<file path="config.mk">
export PLATFORM = sky130hd
export DESIGN_NAME = frame_ctrl_regs
export DESIGN_NICKNAME = d
export VERILOG_FILES = /design/src/rtl/frame_ctrl_pkg.sv /design/src/rtl/ctrl_axil_wr.sv /design/src/rtl/ctrl_axil_rd.sv /design/src/rtl/ctrl_reg_bank.sv /design/src/rtl/frame_ctrl_regs.sv
export SDC_FILE = /design/constraint.sdc
export NUM_CORES = 1
export LEC_CHECK = 0
export BUFFER_PORTS_ARGS = -buffer_cell sky130_fd_sc_hd__buf_2
export CAP_MARGIN = 20
export CORE_MARGIN = 5
export CORE_UTILIZATION = 54
export CTS_CLUSTER_SIZE = 28
export DETAILED_ROUTE_END_ITERATION = 16
export PLACE_DENSITY = 0.81
export SLEW_MARGIN = 20
export SYNTH_ARGS = -nofsm -noshare
export SYNTH_HDL_FRONTEND = slang
export SYNTH_SLANG_ARGS = --single-unit
</file>
<file path="constraint.sdc">
create_clock -name clk -period 2.46 [get_ports clk]
set_input_delay 0.246 -clock clk [delete_from_list [all_inputs] [get_ports clk]]
set_output_delay 0.246 -clock clk [all_outputs]
set_load 0.01 [all_outputs]
</file>
<file path="src/rtl/frame_ctrl_pkg.sv">
package frame_ctrl_pkg;
  localparam int DATA_W    = 32;
  localparam int STRB_W    = DATA_W / 8;
  localparam int NUM_WORDS = 8;
  localparam int IDX_W     = $clog2(NUM_WORDS);
  localparam int OFF_W     = IDX_W + 2;
  localparam int BOUND_FIRST = 2;
  localparam int NUM_BOUND   = NUM_WORDS - BOUND_FIRST;

  localparam int WID_W = 9;
  localparam int HGT_W = 9;
  localparam int OPS_W = 6;
  localparam int WID_LSB = DATA_W - WID_W;
  localparam int HGT_LSB = WID_LSB - HGT_W;
  localparam int OPS_LSB = 1;

  // stored bits of the setup word: width, height, stage enables
  localparam logic [DATA_W-1:0] SETUP_KEEP =
    (((DATA_W'(1) << (WID_W + HGT_W)) - 1) << HGT_LSB) |
    (((DATA_W'(1) << OPS_W) - 1) << OPS_LSB);

  localparam logic [1:0] RESP_OKAY = 2'b00;

  typedef struct packed {
    logic             hit;
    logic [IDX_W-1:0] idx;
  } reg_sel_t;

  function automatic logic [DATA_W-1:0] byte_merge(
    input logic [DATA_W-1:0] old_v,
    input logic [DATA_W-1:0] new_v,
    input logic [STRB_W-1:0] strb);
    logic [DATA_W-1:0] r;
    for (int b = 0; b < STRB_W; b++)
      r[b*8 +: 8] = strb[b] ? new_v[b*8 +: 8] : old_v[b*8 +: 8];
    return r;
  endfunction
endpackage

</file>
<file path="src/rtl/ctrl_axil_wr.sv">
module ctrl_axil_wr
  import frame_ctrl_pkg::*;
#(
  parameter int ADDR_W = 8
) (
  input  logic                clk,
  input  logic                rst,
  input  logic [ADDR_W-1:0]   s_awaddr,
  input  logic                s_awvalid,
  output logic                s_awready,
  input  logic [DATA_W-1:0]   s_wdata,
  input  logic [STRB_W-1:0]   s_wstrb,
  input  logic                s_wvalid,
  output logic                s_wready,
  output logic [1:0]          s_bresp,
  output logic                s_bvalid,
  input  logic                s_bready,
  output logic                wr_en_o,
  output reg_sel_t            wr_sel_o,
  output logic [DATA_W-1:0]   wr_data_o,
  output logic [STRB_W-1:0]   wr_strb_o
);
  logic                    aw_have, w_have, bvalid_q;
  logic [ADDR_W-1:0]       aw_q;
  logic [DATA_W-1:0]       data_q;
  logic [STRB_W-1:0]       strb_q;
  logic                    unused_lowbits;

  assign unused_lowbits = &{1'b0, aw_q[1:0]};

  assign s_awready = !aw_have && !bvalid_q;
  assign s_wready  = !w_have  && !bvalid_q;
  assign s_bvalid  = bvalid_q;
  assign s_bresp   = RESP_OKAY;

  assign wr_en_o        = aw_have && w_have && !bvalid_q;
  assign wr_sel_o.hit   = (aw_q[ADDR_W-1:OFF_W] == '0);
  assign wr_sel_o.idx   = aw_q[OFF_W-1:2];
  assign wr_data_o      = data_q;
  assign wr_strb_o      = strb_q;

  always_ff @(posedge clk) begin
    if (rst) begin
      aw_have  <= 1'b0;
      w_have   <= 1'b0;
      bvalid_q <= 1'b0;
      aw_q     <= '0;
      data_q   <= '0;
      strb_q   <= '0;
    end else begin
      if (s_awvalid && s_awready) begin
        aw_have <= 1'b1;
        aw_q    <= s_awaddr;
      end
      if (s_wvalid && s_wready) begin
        w_have <= 1'b1;
        data_q <= s_wdata;
        strb_q <= s_wstrb;
      end
      if (wr_en_o) begin
        aw_have  <= 1'b0;
        w_have   <= 1'b0;
        bvalid_q <= 1'b1;
      end else if (bvalid_q && s_bready) begin
        bvalid_q <= 1'b0;
      end
    end
  end
endmodule

</file>
<file path="src/rtl/ctrl_axil_rd.sv">
module ctrl_axil_rd
  import frame_ctrl_pkg::*;
#(
  parameter int ADDR_W = 8
) (
  input  logic                clk,
  input  logic                rst,
  input  logic [ADDR_W-1:0]   s_araddr,
  input  logic                s_arvalid,
  output logic                s_arready,
  output logic [DATA_W-1:0]   s_rdata,
  output logic [1:0]          s_rresp,
  output logic                s_rvalid,
  input  logic                s_rready,
  output reg_sel_t            rd_sel_o,
  input  logic [DATA_W-1:0]   rd_data_i
);
  logic              rvalid_q;
  logic [DATA_W-1:0] rdata_q;
  logic              unused_lowbits;

  assign unused_lowbits = &{1'b0, s_araddr[1:0]};

  assign s_arready    = !rvalid_q;
  assign s_rvalid     = rvalid_q;
  assign s_rdata      = rdata_q;
  assign s_rresp      = RESP_OKAY;
  assign rd_sel_o.hit = (s_araddr[ADDR_W-1:OFF_W] == '0);
  assign rd_sel_o.idx = s_araddr[OFF_W-1:2];

  always_ff @(posedge clk) begin
    if (rst) begin
      rvalid_q <= 1'b0;
      rdata_q  <= '0;
    end else if (s_arvalid && s_arready) begin
      rvalid_q <= 1'b1;
      rdata_q  <= rd_data_i;
    end else if (rvalid_q && s_rready) begin
      rvalid_q <= 1'b0;
    end
  end
endmodule

</file>
<file path="src/rtl/ctrl_reg_bank.sv">
module ctrl_reg_bank
  import frame_ctrl_pkg::*;
(
  input  logic                          clk,
  input  logic                          rst,
  input  logic                          wr_en_i,
  input  reg_sel_t                      wr_sel_i,
  input  logic [DATA_W-1:0]             wr_data_i,
  input  logic [STRB_W-1:0]             wr_strb_i,
  input  reg_sel_t                      rd_sel_i,
  output logic [DATA_W-1:0]             rd_data_o,
  input  logic                          done_i,
  output logic                          start_o,
  output logic [DATA_W-1:0]             setup_o,
  output logic [NUM_BOUND*DATA_W-1:0]   bound_o
);
  logic [DATA_W-1:0] setup_q;
  logic [DATA_W-1:0] bound_q [NUM_BOUND];
  logic              start_q, done_q;
  logic              setup_wr, start_req;

  assign setup_wr  = wr_en_i && wr_sel_i.hit && (wr_sel_i.idx == IDX_W'(0));
  assign start_req = setup_wr && wr_strb_i[0] && wr_data_i[0];

  always_ff @(posedge clk) begin
    if (rst) begin
      setup_q <= '0;
      start_q <= 1'b0;
      done_q  <= 1'b0;
    end else begin
      if (setup_wr)
        setup_q <= byte_merge(setup_q, wr_data_i, wr_strb_i) & SETUP_KEEP;
      start_q <= start_req;
      if (start_req)   done_q <= 1'b0;
      else if (done_i) done_q <= 1'b1;
    end
  end

  for (genvar k = 0; k < NUM_BOUND; k++) begin : g_bound
    always_ff @(posedge clk) begin
      if (rst)
        bound_q[k] <= '0;
      else if (wr_en_i && wr_sel_i.hit && (wr_sel_i.idx == IDX_W'(k + BOUND_FIRST)))
        bound_q[k] <= byte_merge(bound_q[k], wr_data_i, wr_strb_i);
    end
    assign bound_o[k*DATA_W +: DATA_W] = bound_q[k];
  end

  always_comb begin
    rd_data_o = '0;
    if (rd_sel_i.hit) begin
      if (rd_sel_i.idx == IDX_W'(0))
        rd_data_o = setup_q;
      else if (rd_sel_i.idx == IDX_W'(1))
        rd_data_o = {{(DATA_W-1){1'b0}}, done_q};
      else
        rd_data_o = bound_q[rd_sel_i.idx - IDX_W'(BOUND_FIRST)];
    end
  end

  assign start_o = start_q;
  assign setup_o = setup_q;
endmodule

</file>
<file path="src/rtl/frame_ctrl_regs.sv">
module frame_ctrl_regs
  import frame_ctrl_pkg::*;
#(
  parameter int ADDR_W = 8
) (
  input  logic                        clk,
  input  logic                        rst,
  input  logic [ADDR_W-1:0]           s_awaddr,
  input  logic                        s_awvalid,
  output logic                        s_awready,
  input  logic [31:0]                 s_wdata,
  input  logic [3:0]                  s_wstrb,
  input  logic                        s_wvalid,
  output logic                        s_wready,
  output logic [1:0]                  s_bresp,
  output logic                        s_bvalid,
  input  logic                        s_bready,
  input  logic [ADDR_W-1:0]           s_araddr,
  input  logic                        s_arvalid,
  output logic                        s_arready,
  output logic [31:0]                 s_rdata,
  output logic [1:0]                  s_rresp,
  output logic                        s_rvalid,
  input  logic                        s_rready,
  output logic [8:0]                  img_width_o,
  output logic [8:0]                  img_height_o,
  output logic [5:0]                  stage_en_o,
  output logic [191:0]                bound_o,
  output logic                        start_o,
  input  logic                        done_i
);
  reg_sel_t          wr_sel, rd_sel;
  logic              wr_en;
  logic [DATA_W-1:0] wr_data, rd_data, setup;
  logic [STRB_W-1:0] wr_strb;

  ctrl_axil_wr #(.ADDR_W(ADDR_W)) u_wr (
    .clk(clk), .rst(rst),
    .s_awaddr(s_awaddr), .s_awvalid(s_awvalid), .s_awready(s_awready),
    .s_wdata(s_wdata), .s_wstrb(s_wstrb), .s_wvalid(s_wvalid), .s_wready(s_wready),
    .s_bresp(s_bresp), .s_bvalid(s_bvalid), .s_bready(s_bready),
    .wr_en_o(wr_en), .wr_sel_o(wr_sel), .wr_data_o(wr_data), .wr_strb_o(wr_strb)
  );

  ctrl_axil_rd #(.ADDR_W(ADDR_W)) u_rd (
    .clk(clk), .rst(rst),
    .s_araddr(s_araddr), .s_arvalid(s_arvalid), .s_arready(s_arready),
    .s_rdata(s_rdata), .s_rresp(s_rresp), .s_rvalid(s_rvalid), .s_rready(s_rready),
    .rd_sel_o(rd_sel), .rd_data_i(rd_data)
  );

  ctrl_reg_bank u_bank (
    .clk(clk), .rst(rst),
    .wr_en_i(wr_en), .wr_sel_i(wr_sel), .wr_data_i(wr_data), .wr_strb_i(wr_strb),
    .rd_sel_i(rd_sel), .rd_data_o(rd_data),
    .done_i(done_i), .start_o(start_o),
    .setup_o(setup), .bound_o(bound_o)
  );

  assign img_width_o  = setup[WID_LSB +: WID_W];
  assign img_height_o = setup[HGT_LSB +: HGT_W];
  assign stage_en_o   = setup[OPS_LSB +: OPS_W];
endmodule

</file>
==> out/qor.txt, run 1 <==
Antenna Violating Nets Remaining -> 0
Top Metal Used -> met4
most common cell in the synthesized netlist -> and2_1
Max FO, Critical Path -> 14
total negative setup slack -> 0 ns
HP Class -> input pin to register
Leak -> 6.93 nW
DR iter-0 viols -> 1,054
Max-Cap Viols -> 0
Crit path required time -> 2.66 ns
Post-CTS Setup Bufs -> 0
CP cell instances -> nor4_4 > nand4_4 > nor2_4 > a21o_1
unrepaired setup endpoints after global routing -> no
synthesized area per cell -> 12.5 um^2
Crit path arrival time -> 2.41 ns
first-pass GRT wire length -> 56,700 um
wire length on met3 -> 3480 um
wire length on met2 -> 18,300 um
relative slew slack -> 0.277
vias in the first global route -> 9,483
CP Depth -> 4
Top FF cell, synth -> edfxtp_1
register area share after synthesis -> 0.609
EDFF count, synth -> 192
final worst clock skew -> 0.0122 ns
DR vias -> 9,799
final hold vios -> 0
Crit. End Element -> register
Netlist cell types -> 43
standard-cell row count -> 56
DP Cell Count -> 1,622
Num CTS Buffers -> 30
synthesized cell area -> 0.0129 mm^2
measured slew at the worst slew-check pin -> 1.08 ns
Die ar. -> 0.0271 mm^2
Post-DP HPWL -> 26,600 um
routed wire length -> 38,400 um
DIE WIDTH -> 165 um
Worst-path clk slew -> 0.06 ns
share of the synthesized area in the top cell type -> 0.447
post-synthesis cell count -> 1,032
Antenna diodes -> 0
largest net degree at the start of global routing -> 98
Final Core Density -> 0.691
R2R depth -> 4
top post-synthesis cells by area -> edfxtp_1, dfxtp_1, and2_1
post-layout minimum cycle time -> 2.22 ns
Startpoint Class -> register
Sink Count -> 296
Buf/Inv on CP -> 0
Max Freq -> 451 MHz
Clk Latency, worst-skew pair -> 0.55 ns
die span in y -> 165 um
RePlAce Congestion -> 0.844
status -> complete, no violations
crit path to -> u_bank.bound_q[5][6]
Cell Count, Final, Fillers Out -> 1,723
most common library cells after synthesis -> and2_1, edfxtp_1, nand2_1
Worst path top cell family by delay -> simple AND/OR/NAND/NOR gates
Nets -> 1,440
CTS tree -> done
Placed Area -> 0.0148 mm^2
reg-to-reg critical path startpoint -> u_wr.s_bvalid
IO Count -> 318
initial antenna violation count -> 0
reg2reg setup slack -> 0.24 ns
grt ovf -> 0
Critical Path Source -> u_wr.s_bvalid
post-route cell area -> 0.0162 mm^2
post-route DRC violation count -> 0
crit path kind -> register to register
Yosys warnings -> 0
Overall Global Routing Usage -> 0.276
ys async rst share -> 0
Area growth, synth to finish -> 25.8%
share of cells above drive strength 1 -> 0.319
Root Driver -> clkbuf_16
CTS max path bufs -> 3
Final Max Tran Viols -> 0
Power Dens Cells -> 686 mW/mm^2
vias per inst -> 5.69
input/output buffers -> 309
Crit-path slowest cell -> a21o_1
max incr delay on CP -> 0.46 ns
core region area -> 0.0235 mm^2
WHS -> 0.209 ns
Initial Util -> 0.549
Routed WL per cell -> 22.3 um
Synth area leader -> edfxtp_1
RR Endpoint -> u_bank.bound_q[5][6]
Post-Route M1 WL -> 15,600 um
crit share post-route -> 0.901
flops & latches, synth -> 296
final setup fails -> 0
H-tree Lvls -> 1
Worst IR Drop VDD -> 0.000612 V
DR pass1 iterations -> 5
## power by group
group	switching (mW)	internal [mW]
registers	0.178	5.44
logic	0.541	0.381
clock network	1.90	2.68
## stage by stage
step                      power [mW]  setup WS, ns
after floorplan                 6.18         0.645
after global placement          6.56         0.326
after detailed placement        6.58         0.272
after CTS                       11.1         0.257
after global routing            11.5         0.148
final                           11.1         0.244
## cell usage in the layout, fill, tap and decap left out, drive strengths merged, types with 2 or more instances in the layout
| cell | instances |
|---|---|
| nand4 | 3 |
| buf | 346 |
| o211ai | 5 |
| nand2b | 5 |
| mux2i | 63 |
| a21o | 24 |
| conb | 4 |
| a21oi | 43 |
| o21ai | 3 |
| clkbuf | 39 |
| nand2 | 138 |
| nor2 | 69 |
| bufinv | 3 |
| nor3b | 3 |
| mux4 | 29 |
| mux2 | 5 |
| and2 | 193 |
| nor3 | 3 |
| inv | 3 |
| clkinv | 10 |
| dfxtp | 104 |
| edfxtp | 192 |
| clkinvlp | 3 |
| and4bb | 2 |
| or3 | 2 |
| o22ai | 2 |
| a221oi | 48 |
| dlygate4sd3 | 45 |
| nand3 | 5 |
## layer usage
metal / global-route usage / up-vias
li1: - / 4385
met1: 0.386 / 4776
met2: 0.451 / 557
met3: 0.0459 / 81
met4: 0.0828 / 0
met5: 0 / -
## flip-flops by register name, indices dropped and copies added, names as in the netlist
name,cells
u_wr.wr_strb_o,4
u_wr.s_bvalid,1
u_rd.s_rvalid,1
u_rd.s_rdata,32
u_bank.start_o,1
u_wr.aw_have,1
u_bank.bound_q,192
u_wr.aw_q,6
u_wr.w_have,1
u_bank.done_q,1
u_wr.wr_data_o,32
u_bank.setup_o,24
## logic make-up (layout without fill, tap and decap cells)
group / after synthesis / count (layout) / synth area share
buffers and inverters: 80 / 449 / 0.0378
xor gates and xnor gates: 1 / 1 / 0.000680
other: 1 / 4 / 0.000291
muxes: 97 / 97 / 0.104
and+or+nand+nor: 429 / 429 / 0.178
AOI/OAI and AO/OA: 128 / 128 / 0.0707
DFF: 296 / 296 / 0.609
## final cells by class
class                           count  area [um^2]
Timing Repair Buffer              391         2380
Multi-Input combinational cell    659         4590
Fill cell                        1653         7260
Clock inverter                     17          166
Clock buffer                       39          826
Sequential cell                   296         7850
Tap cell                          319          399
Inverter                            2         7.51
## worst min path at each step
stage	start	endpoint	slack, ns	cells after the start
final	rst	u_wr.aw_q[4]	0.21	3
after global routing	rst	u_bank.setup_o[15]	0.22	3
after CTS	rst	u_wr.aw_q[4]	0.19	3
after detailed placement	u_rd.s_rdata[13]	u_rd.s_rdata[13]	0.46	2
after global placement	u_rd.s_rdata[13]	u_rd.s_rdata[13]	0.43	2
after floorplan	s_wdata[10]	u_wr.wr_data_o[10]	0.38	2
## worst register-to-register path: stages, from the launching register on
cell	delay [ns]
dfxtp_1	0.42
nor4_4	0.37
nand4_4	0.20
nor2_4	0.42
a21o_1	0.46
## repair_timing
| action | in CTS | in global routing |
|---|---|---|
| hold endpoints to repair | 45 | 0 |
| resized for setup | 0 | 0 |
| hold buffers | 45 | 0 |
Note: power is estimated with default switching activity, not from simulation.
==> run 2, diff against run 1 <==
--- a/config.mk
+++ b/config.mk
@@ -5,13 +5,13 @@
 export SDC_FILE = /design/constraint.sdc
 export NUM_CORES = 1
 export LEC_CHECK = 0
-export BUFFER_PORTS_ARGS = -buffer_cell sky130_fd_sc_hd__buf_2
 export CAP_MARGIN = 20
 export CORE_MARGIN = 5
-export CORE_UTILIZATION = 54
+export CORE_UTILIZATION = 63
 export CTS_CLUSTER_SIZE = 28
 export DETAILED_ROUTE_END_ITERATION = 16
-export PLACE_DENSITY = 0.81
+export DONT_BUFFER_PORTS = 1
+export PLACE_DENSITY = 0.79
 export SLEW_MARGIN = 20
 export SYNTH_ARGS = -nofsm -noshare
 export SYNTH_HDL_FRONTEND = slang
==> out/qor.txt, run 2 (same netlist as run 1, synthesis figures left out) <==
status -> complete, no violations
Overall Global Routing Usage -> 0.304
Biggest register -> u_bank.bound_q
Hold Path End -> u_rd.s_rdata[13]
H-tree Lvls -> 1
first-pass GRT wire length -> 54,500 um
Max Freq -> 441 MHz
Leak -> 5.50 nW
CTS tree -> done
Num CTS Buffers -> 30
Max-Cap Viols -> 0
grt ovf -> 0
DR pass1 iterations -> 5
max reg flops -> 192
Crit-path slowest cell -> dfxtp_1
Worst IR Drop VDD -> 0.000613 V
Crit path required time -> 2.65 ns
input/output buffers -> 0
total negative setup slack -> 0 ns
most frequent cells in the layout -> and2_1, edfxtp_1, nand2_1, dfxtp_1
DIE WIDTH -> 153 um
Max FO, Critical Path -> 15
Nets -> 1,128
die span in y -> 153 um
final worst clock skew -> 0.0231 ns
Crit path arrival time -> 2.45 ns
post-layout minimum cycle time -> 2.27 ns
fillers -> 1,306
Buf/Inv on CP -> 0
Top Metal Used -> met4
vias in the first global route -> 8,567
Root Driver -> clkbuf_16
Worst-path clk slew -> 0.06 ns
Die ar. -> 0.0234 mm^2
largest net degree at the start of global routing -> 97
HP Class -> input pin to register
wire length on met2 -> 17,600 um
final setup fails -> 0
Area growth, synth to finish -> 13.0%
unrepaired setup endpoints after global routing -> no
share of cells above drive strength 1 -> 0.123
Crit. End Element -> register
Routed WL per cell -> 26.6 um
multi-input logic area -> 0.00459 mm^2
initial antenna violation count -> 1
RePlAce Congestion -> 0.862
Clk Latency, worst-skew pair -> 0.55 ns
core region area -> 0.0202 mm^2
Tot Pwr -> 11.0 mW
vias per inst -> 6.23
WHS -> 0.0285 ns
critical hold path startpoint -> s_araddr[3]
wire length on met3 -> 4330 um
measured slew at the worst slew-check pin -> 0.676 ns
Post-DP HPWL -> 23,500 um
Sink Count -> 296
DR vias -> 8,496
Initial Util -> 0.639
Power Dens Cells -> 757 mW/mm^2
IO Count -> 318
reg-to-reg critical path startpoint -> u_wr.s_bvalid
worst hold path depth -> 3
CP cell instances -> nor4_4 > nand4_4 > nor2_4 > a21o_1
# resized after CTS -> 0
crit share post-route -> 0.922
relative slew slack -> 0.549
final hold vios -> 0
Worst path top cell family by delay -> simple AND/OR/NAND/NOR gates
standard-cell row count -> 52
FF/Latch Area -> 0.00785 mm^2
Startpoint Class -> register
CTS max path bufs -> 3
most common cell after layout, fill and taps aside -> and2_1
Post-Route M1 WL -> 13,300 um
DR iter-0 viols -> 818
R2R depth -> 4
Post-CTS Setup Bufs -> 0
Final Max Tran Viols -> 0
RR Endpoint -> u_bank.bound_q[5][6]
crit path kind -> register to register
Hold Buf Count CTS -> 50
post-route DRC violation count -> 0
Antenna Violating Nets Remaining -> 0
routed wire length -> 36,300 um
max incr delay on CP -> 0.45 ns
reg2reg setup slack -> 0.19 ns
## run 2: cell count changes in the layout (fill, tap and decap cells not counted), sizes merged
cell,before,now
clkbuf,39,40
diode,0,1
clkinvlp,3,2
dlygate4sd3,45,49
bufinv,3,4
buf,346,30
inv,3,2
## run 2: routing by layer
| metal | vias to the layer above | track usage |
|---|---|---|
| met5 | - | 0 |
| met4 | 0 | 0.0904 |
| met3 | 80 | 0.101 |
| met2 | 515 | 0.501 |
| met1 | 4137 | 0.386 |
| li1 | 3764 | - |
## run 2: tightest hold or removal path, delay by kind of cell
family	cells	cell delay, ns
compound gates	2	0.20
simple gates	1	0.06
## run 2: cell type report
cell class | instances | share of cell area
clock inverter | 16 | 0.0127
sequential | 296 | 0.539
tap | 270 | 0.0232
inverter | 2 | 0.000515
antenna | 1 | 0.000172
timing repair buffer | 79 | 0.0514
clock buffer | 40 | 0.0583
multi-input combinational | 659 | 0.315
## run 2: through the flow
stage | instances | utilization | worst slack [ns] | cell area [um^2]
floorplan | 1035 | - | 0.645 | 12900
global route | 1363 | 0.722 | 0.0920 | 14600
finish | 1363 | 0.722 | 0.193 | 14600
detailed placement | 1256 | 0.645 | 0.225 | 13000
CTS | 1362 | 0.722 | 0.232 | 14600
global placement | 1256 | 0.645 | 0.270 | 13000
## run 2: power by group
part | internal [mW] | total, mW | switching [mW]
sequential | 5.45 | 5.70 | 0.255
combinational | 0.262 | 0.623 | 0.361
clock | 2.84 | 4.70 | 1.87
## run 2: worst max path at each step
stage | startpoint | endpoint | slack, ns | depth (start not counted)
2_1_floorplan | u_wr.s_bvalid | u_bank.bound_q[5][16] | 0.65 | 5
3_3_place_gp | u_wr.s_bvalid | u_bank.bound_q[5][1] | 0.27 | 4
3_5_place_dp | u_wr.s_bvalid | u_bank.bound_q[5][25] | 0.22 | 4
4_1_cts | u_wr.s_bvalid | u_bank.bound_q[5][7] | 0.23 | 4
5_1_grt | u_wr.s_bvalid | u_bank.bound_q[5][31] | 0.09 | 4
6_report | u_wr.s_bvalid | u_bank.bound_q[5][6] | 0.19 | 4
==> run 3, diff against run 2 <==
--- a/config.mk
+++ b/config.mk
@@ -12,6 +12,8 @@
 export DETAILED_ROUTE_END_ITERATION = 16
 export DONT_BUFFER_PORTS = 1
 export PLACE_DENSITY = 0.79
+export REMOVE_ABC_BUFFERS = 1
+export SKIP_LAST_GASP = 1
 export SLEW_MARGIN = 20
 export SYNTH_ARGS = -nofsm -noshare
 export SYNTH_HDL_FRONTEND = slang
==> out/qor.txt, run 3 (same netlist as run 1, synthesis figures left out) <==
max reg flops -> 192
relative slew slack -> 0.498
Worst path top cell family by delay -> buffers and inverters
Antenna diodes -> 0
final worst clock skew -> 0.00738 ns
Placed Area -> 0.0130 mm^2
initial antenna violation count -> 0
Nets -> 1,128
FF/Latch Area -> 0.00785 mm^2
final hold vios -> 0
Antenna Violating Nets Remaining -> 0
WHS -> 0.0338 ns
Crit-path slowest cell -> dlygate4sd3_1
IO Count -> 318
reg2reg setup slack -> 0.12 ns
Max-Cap Viols -> 0
Power Dens Cells -> 725 mW/mm^2
reg-to-reg critical path startpoint -> u_wr.s_bvalid
Post-CTS Setup Bufs -> 0
Clk Latency, worst-skew pair -> 0.53 ns
post-route cell area -> 0.0144 mm^2
R2R depth -> 6
Post-DP HPWL -> 24,400 um
crit share post-route -> 0.952
measured slew at the worst slew-check pin -> 0.754 ns
DR iter-0 viols -> 684
CP Depth -> 6
RePlAce Congestion -> 0.884
Overall Global Routing Usage -> 0.312
most frequent cells in the layout -> and2_1, edfxtp_1, nand2_1, dfxtp_1
Max FO, Critical Path -> 22
Final Max Tran Viols -> 0
Crit path required time -> 2.87 ns
post-layout minimum cycle time -> 2.34 ns
grt ovf -> 0
Biggest register -> u_bank.bound_q
Initial Util -> 0.639
routed wire length -> 37,400 um
first-pass GRT wire length -> 56,200 um
die span in y -> 153 um
Top Metal Used -> met4
vias per inst -> 6.34
DR vias -> 8,625
standard-cell row count -> 52
H-tree Lvls -> 1
status -> complete, no violations
crit path kind -> register to register
Cell Count, Final, Fillers Out -> 1,360
final setup fails -> 0
max incr delay on CP -> 0.56 ns
vias in the first global route -> 8,666
Buf/Inv on CP -> 2
wire length on met2 -> 18,400 um
wire length on met3 -> 4080 um
Startpoint Class -> register
DR pass1 iterations -> 5
Worst-path clk slew -> 0.06 ns
crit path to -> u_wr.wr_data_o[23]
core region area -> 0.0202 mm^2
Max Freq -> 427 MHz
Area growth, synth to finish -> 12.1%
Root Driver -> clkbuf_16
Routed WL per cell -> 27.5 um
RR Endpoint -> u_wr.wr_data_o[23]
unrepaired setup endpoints after global routing -> no
DIE WIDTH -> 153 um
total negative setup slack -> 0 ns
multi-input logic area -> 0.00460 mm^2
Die ar. -> 0.0234 mm^2
fillers -> 1,353
post-route DRC violation count -> 0
share of cells above drive strength 1 -> 0.118
Sink Count -> 296
CTS max path bufs -> 3
HP Class -> input pin to register
CTS tree -> done
largest net degree at the start of global routing -> 97
DP Cell Count -> 1,257
Worst IR Drop VDD -> 0.000626 V
Num CTS Buffers -> 29
input/output buffers -> 0
Post-Route M1 WL -> 13,900 um
Leak -> 5.44 nW
Critical Path Source -> u_wr.s_bvalid
Crit. End Element -> register
Crit path arrival time -> 2.76 ns
CP cell instances -> nor2_1 > nand2_2 > buf_12 > nand2_1 > a21oi_1 > dlygate4sd3_1
==> run 3: layout make-up <==
| cell class | instances | share of cell area |
|---|---|---|
| well taps | 270 | 0.0234 |
| repair buffers | 80 | 0.0532 |
| clock buffers | 41 | 0.0568 |
| flip-flops and latches | 296 | 0.543 |
| clock inverters | 12 | 0.00433 |
| multi-input cells | 659 | 0.318 |
| inverters | 2 | 0.000520 |
==> run 3: what timing repair did <==
action                     in CTS  in global routing
hold buffers                   50                  0
hold endpoints to repair      102                  0
setup endpoints to repair       0                  1
gates resized for setup         0                  1
==> run 3: routing by layer <==
layer	up-vias	GRT usage
met3	67	0.0950
met1	4319	0.402
met2	479	0.517
met4	0	0.0861
li1	3760	-
met5	-	0
==> run 3: report_power, final <==
| part | switching [mW] | total (mW) | leakage [nW] | internal, mW |
|---|---|---|---|---|
| registers | 0.256 | 5.71 | 2.83 | 5.45 |
| logic | 0.375 | 0.644 | 2.18 | 0.269 |
| clock network | 1.81 | 4.12 | 0.428 | 2.31 |
==> run 3: worst min path at each step <==
stage | start | depth (start not counted) | end | slack, ns
after floorplan | rst | 1 | u_rd.s_rdata[14] | 0.31
after global placement | rst | 1 | u_wr.wr_data_o[23] | 0.33
after detailed placement | rst | 1 | u_wr.wr_data_o[23] | 0.33
after global routing | rst | 2 | u_rd.s_rdata[0] | 0.03
after CTS | s_araddr[2] | 2 | u_rd.s_rdata[11] | 0.008
final | rst | 2 | u_rd.s_rdata[0] | 0.03
==> run 3: per-stage QoR <==
step                      total power [mW]  setup WS (ns)   util
after floorplan                       6.08          0.193      -
after global placement                6.32          0.290  0.647
after detailed placement              6.34          0.248  0.647
after CTS                             10.5         0.0823  0.716
after global routing                  10.8         0.0226  0.716
final                                 10.5          0.118  0.716
